$ cat config.mk
export PLATFORM = sky130hd
export DESIGN_NAME = i2c_bus_watchdog
export DESIGN_NICKNAME = d
export VERILOG_FILES = /design/src/rtl/i2c_wd_pkg.sv /design/src/rtl/i2c_wd_timer.sv /design/src/rtl/i2c_wd_status.sv /design/src/rtl/i2c_bus_watchdog.sv
export SDC_FILE = /design/constraint.sdc
export NUM_CORES = 1
export LEC_CHECK = 0
export BUFFER_PORTS_ARGS = -buffer_cell sky130_fd_sc_hd__buf_2
export CAP_MARGIN = 30
export CORE_MARGIN = 5
export CORE_UTILIZATION = 30
export DETAILED_ROUTE_END_ITERATION = 12
export PLACE_DENSITY = 0.51
export SLEW_MARGIN = 20
export SYNTH_ARGS = -nofsm -noshare
export SYNTH_HDL_FRONTEND = slang
export SYNTH_SLANG_ARGS = --single-unit
$ cat constraint.sdc
create_clock -name clk -period 1.9 [get_ports clk]
set_clock_uncertainty 0.1 [all_clocks]
set_input_delay 0.19 -clock clk [delete_from_list [all_inputs] [get_ports clk]]
set_output_delay 0.19 -clock clk [all_outputs]
set_load 0.005 [all_outputs]
$ cat src/rtl/i2c_wd_pkg.sv
package i2c_wd_pkg;
    typedef enum logic [2:0] {
        WD_IDLE  = 3'd0,
        WD_DEFER = 3'd1,
        WD_REQ   = 3'd2,
        WD_SCL   = 3'd3,
        WD_HOLD  = 3'd4
    } wd_state_t;
endpackage

$ cat src/rtl/i2c_wd_timer.sv
module i2c_wd_timer #(
    parameter int W = 8
) (
    input  logic         clk,
    input  logic         rst_n,
    input  logic         run,
    input  logic         tick,
    input  logic [W-1:0] limit,
    output logic         hit
);
    logic [W-1:0] cnt_q;

    // Count bit ticks while armed; drop to zero whenever not armed.
    always_ff @(posedge clk or negedge rst_n) begin
        if (!rst_n)
            cnt_q <= '0;
        else if (!run)
            cnt_q <= '0;
        else if (tick)
            cnt_q <= cnt_q + 1'b1;
    end

    // The (limit+1)th tick arrives when cnt_q already equals limit.
    assign hit = run && tick && (cnt_q == limit);
endmodule

$ cat src/rtl/i2c_wd_status.sv
module i2c_wd_status (
    input  logic clk,
    input  logic rst_n,
    input  logic enable,
    input  logic trip,
    input  logic flag_clr,
    input  logic irq_en,
    input  logic start_issued,
    input  logic stop_seen,
    output logic to_flag,
    output logic irq,
    output logic abort,
    output logic busy,
    output logic bus_occ
);
    always_ff @(posedge clk or negedge rst_n) begin
        if (!rst_n) begin
            to_flag <= 1'b0;
            abort   <= 1'b0;
            busy    <= 1'b0;
            bus_occ <= 1'b0;
        end else begin
            // A set in the same cycle as a clear wins.
            if (trip)
                to_flag <= 1'b1;
            else if (flag_clr)
                to_flag <= 1'b0;

            abort <= trip && busy;

            if (!enable || trip || stop_seen)
                busy <= 1'b0;
            else if (start_issued)
                busy <= 1'b1;

            if (!enable || stop_seen)
                bus_occ <= 1'b0;
            else if (start_issued)
                bus_occ <= 1'b1;
        end
    end

    assign irq = to_flag && irq_en;
endmodule

$ cat src/rtl/i2c_bus_watchdog.sv
module i2c_bus_watchdog
    import i2c_wd_pkg::*;
#(
    parameter int W = 8
) (
    input  logic         clk,
    input  logic         rst_n,
    input  logic         enable,
    input  logic         bit_tick,
    input  logic [W-1:0] to_limit,
    input  logic         start_req,
    input  logic         stop_req,
    input  logic         byte_active,
    input  logic         scl_in,
    input  logic         start_issued,
    input  logic         stop_seen,
    input  logic         irq_en,
    input  logic         flag_clr,
    output logic         to_flag,
    output logic         irq,
    output logic         abort,
    output logic         busy,
    output logic         bus_occ
);
    wd_state_t st_q, st_d;
    logic off, req, req_done, armed, hit, trip;

    assign off      = !enable || (to_limit == '0);
    assign req      = start_req || stop_req;
    assign req_done = start_issued || stop_seen || !req;
    assign armed    = (st_q == WD_REQ) || (st_q == WD_SCL);

    i2c_wd_timer #(.W(W)) timer_i (
        .clk   (clk),
        .rst_n (rst_n),
        .run   (armed && !off),
        .tick  (bit_tick),
        .limit (to_limit),
        .hit   (hit)
    );

    // State register.
    always_ff @(posedge clk or negedge rst_n) begin
        if (!rst_n)
            st_q <= WD_IDLE;
        else
            st_q <= st_d;
    end

    // Next-state logic.
    always_comb begin
        st_d = st_q;
        unique case (st_q)
            WD_IDLE: begin
                if (off)
                    st_d = WD_IDLE;
                else if (req)
                    st_d = byte_active ? WD_DEFER : WD_REQ;
                else if (!scl_in)
                    st_d = WD_SCL;
            end
            WD_DEFER: begin
                if (off || !req)
                    st_d = WD_IDLE;
                else if (!byte_active)
                    st_d = WD_REQ;
            end
            WD_REQ: begin
                if (off || req_done)
                    st_d = WD_IDLE;
                else if (hit)
                    st_d = WD_HOLD;
            end
            WD_SCL: begin
                if (off || scl_in)
                    st_d = WD_IDLE;
                else if (hit)
                    st_d = WD_HOLD;
            end
            WD_HOLD: begin
                if (off || (scl_in && !req))
                    st_d = WD_IDLE;
            end
            default: st_d = WD_IDLE;
        endcase
    end

    // Expiry is the move into the hold state.
    assign trip = (st_d == WD_HOLD) && (st_q != WD_HOLD);

    i2c_wd_status status_i (
        .clk          (clk),
        .rst_n        (rst_n),
        .enable       (enable),
        .trip         (trip),
        .flag_clr     (flag_clr),
        .irq_en       (irq_en),
        .start_issued (start_issued),
        .stop_seen    (stop_seen),
        .to_flag      (to_flag),
        .irq          (irq),
        .abort        (abort),
        .busy         (busy),
        .bus_occ      (bus_occ)
    );
endmodule

==> impl_metrics.toml <==
[critical_path]
startpoint_type = "register"
critPathMaxFanout = 6
r2r_cells = 4
critical_path_class = "register to register"
rrSetupSlack_ns = 0.20
timing.rr.end = "status_i.busy"
crit_path_end = "status_i.busy"
reg2reg_from = "timer_i.cnt_q[0]"
worstPathRequired_ns = 1.99
cp-end-kind = "register"
worstPathArrival_ns = 1.79
critPathLaunch = "timer_i.cnt_q[0]"

[route]
drc_errors = 0
detail_route.wl_per_cell_um = 12.6
viasPerCell = 4.91
drtAntennaViolNets = 0
first_iter_violations = 43
routed_wl_um = 1940
via_count = 756
dr.pass1.iters = 4

[clocking]
cts-root-buf = "clkbuf_4"
clk_latency_ns = 0.30
cts_buffer_depth = 2
cts_sinks = 15
numCtsBuffers = 3
clkTransAtPathRegs_ns = 0.10
cts-htree-levels = 1
cts_tree = "built"
post_cts_resized = 0
post_cts_buffers = 0

[sta]
slew_headroom = 0.730
max_slew.worst_pin.slew_ns = 0.405
grt_setup_unrepaired = "false"
slew_viol_final = 0
min_period_ns = 1.70
tns_ns = 0
setup_viol = 0
hold_viol_final = 0
clock.fmax_mhz = 590
period_share = 0.893

[logic_synthesis]
ys_ff_latch = 15
synth.largest_area_cell = "dfrtp_1"
seq_area_frac_synth = 0.414
avgSynthCellArea_um2 = 10.1
synth_top_area_frac = 0.414
syn_nets = 111
ys_types = 36
ys.warnings.count = 0
synth_cells = 90
synth_area_um2 = 907
synth.area.top_cells = "dfrtp_1 41%, xor2_1 13%, nor2_1 5.0%"

[layout]
fin_nets = 143
syn_to_final_growth_pct = 24.1
diodes = 0
final_design_area_no_fill_um2 = 1130
drive_gt1_frac = 0.306

[global_routing]
grt_pass1_wl_um = 3470
gr-usage-all-layers = 0.107
grt-ovfl-total = 0
antenna_found_initial = 0
grt_max_degree = 16
grt_pass1_vias = 774

[run_status]
status = "finished, final reports clean"

[floorplan]
core_region_area_um2 = 2980
rows = 20
boundaryPins = 25
die_h_um = 65.0
initial_core_util = 0.305
die_width_um = 65.0
die_area_um2 = 4220

[power]
power_w = 0.000620
irDropWorstVdd_uv = 334
p_leak_nw = 0.526
power_density_nw_per_um2 = 550

[place]
place.gp.congestion = 0.827
dp_hpwl_um = 1590
post_dp_cell_area_um2 = 1070
port_buffers = 24

[run]
maxCapViolCount = 0

[min_path]
hp-class = "input port to register"
layout make-up:
cell class | count | area, µm²
Clock buffer | 3 | 22.5
Clock inverter | 1 | 5.00
Fill cell | 301 | 1850
Inverter | 3 | 11.3
Multi-Input combinational cell | 70 | 505
Sequential cell | 15 | 375
Tap cell | 33 | 41.3
Timing Repair Buffer | 29 | 165
cell usage after synthesis, drive strengths merged:
library cell and count:
nand2b 2, o31a 1, and4 1, inv 3, mux2i 1, and2 2, and3 1, nor3 2
o32ai 1, nor2b 1, a22o 1, nor2 13, and2b 1, nor3b 2, a21oi 2, a41o 1
o211ai 1, buf 1, nand3 5, or2 1, or3 1, or4 2, clkbuf 1, nor4 2
o21ai 2, ha 1, a2111oi 1, xor2 13, xnor2 2, nand4 3, a221oi 1, dfrtp 15
nand2 3
power breakdown:
group / leakage, nW / switching [W] / internal [W]
clock: 0.0177 / 0.000111 / 0.0000784
combinational: 0.302 / 0.0000511 / 0.0000472
sequential: 0.207 / 0.00000660 / 0.000325
total: 0.526 / 0.000169 / 0.000451
timing repair:
item | in CTS | in global routing
hold endpoints to repair | 17 | 0
setup endpoints to repair | 0 | 0
hold buffers | 3 | 0
routing by layer:
layer,vias up,global-route usage,share of wire
li1,381,-,-
met1,349,0.132,0.46
met2,22,0.174,0.46
met3,4,0.0364,0.072
met4,0,0.0317,0.013
met5,-,0,0
cells in the final DEF (no fill, tap or decap), drive strengths merged:
cell         count
nor3             2
o32ai            1
nor4             2
and2b            1
and4             1
nor2b            1
or2              1
or4              2
xnor2            2
a22o             1
nand2            3
o21ai            2
nand2b           2
nor3b            2
buf             26
a41o             1
o31a             1
a21oi            2
xor2            13
o211ai           1
nand4            3
clkbuf           3
ha               1
inv              3
mux2i            1
or3              1
dlygate4sd3      3
dfrtp           15
a2111oi          1
nor2            13
nand3            5
and2             2
a221oi           1
clkinv           1
and3             1
through the flow:
step / cells / hold WS, ns / utilization / setup WS (ns)
floorplan: 90 / -0.206 / - / 0.342
CTS: 154 / 0.0651 / 0.378 / 0.204
detailed placement: 147 / 0.0221 / 0.359 / 0.229
global placement: 147 / 0.0209 / 0.359 / 0.271
global route: 154 / 0.0866 / 0.378 / 0.147
finish: 154 / 0.0813 / 0.378 / 0.204
critical path: stages (launching register included):
cell	delay, ns
dfrtp_1	0.46
xor2_1	0.17
nor3_1	0.32
nand3_1	0.22
o31a_1	0.33
registers in the layout, indices dropped and copies added, names as in the netlist:
signal and cells:
status_i.abort 1, status_i.busy 1, status_i.to_flag 1, status_i.bus_occ 1, timer_i.cnt_q 8, st_q 3
worst min-delay path by stage:
stage / slack, ns / startpoint / depth (start not counted) / end
floorplan: -0.21 / rst_n / 0 / st_q[0]
global placement: 0.02 / rst_n / 1 / status_i.bus_occ
detailed placement: 0.02 / rst_n / 1 / status_i.bus_occ
CTS: 0.07 / start_issued / 3 / status_i.bus_occ
global route: 0.09 / start_issued / 3 / status_i.bus_occ
finish: 0.08 / start_issued / 3 / status_i.bus_occ
logic make-up after synthesis:
group,synth area share
AO/OA/AOI/OAI,0.114
XOR/XNOR,0.145
adder cells (fa/ha/maj),0.0138
multiplexers,0.0110
buffers and inverters,0.0290
flip-flops,0.414
AND/OR/NAND/NOR,0.273
No activity file was read; power rests on OpenSTA's default activity.
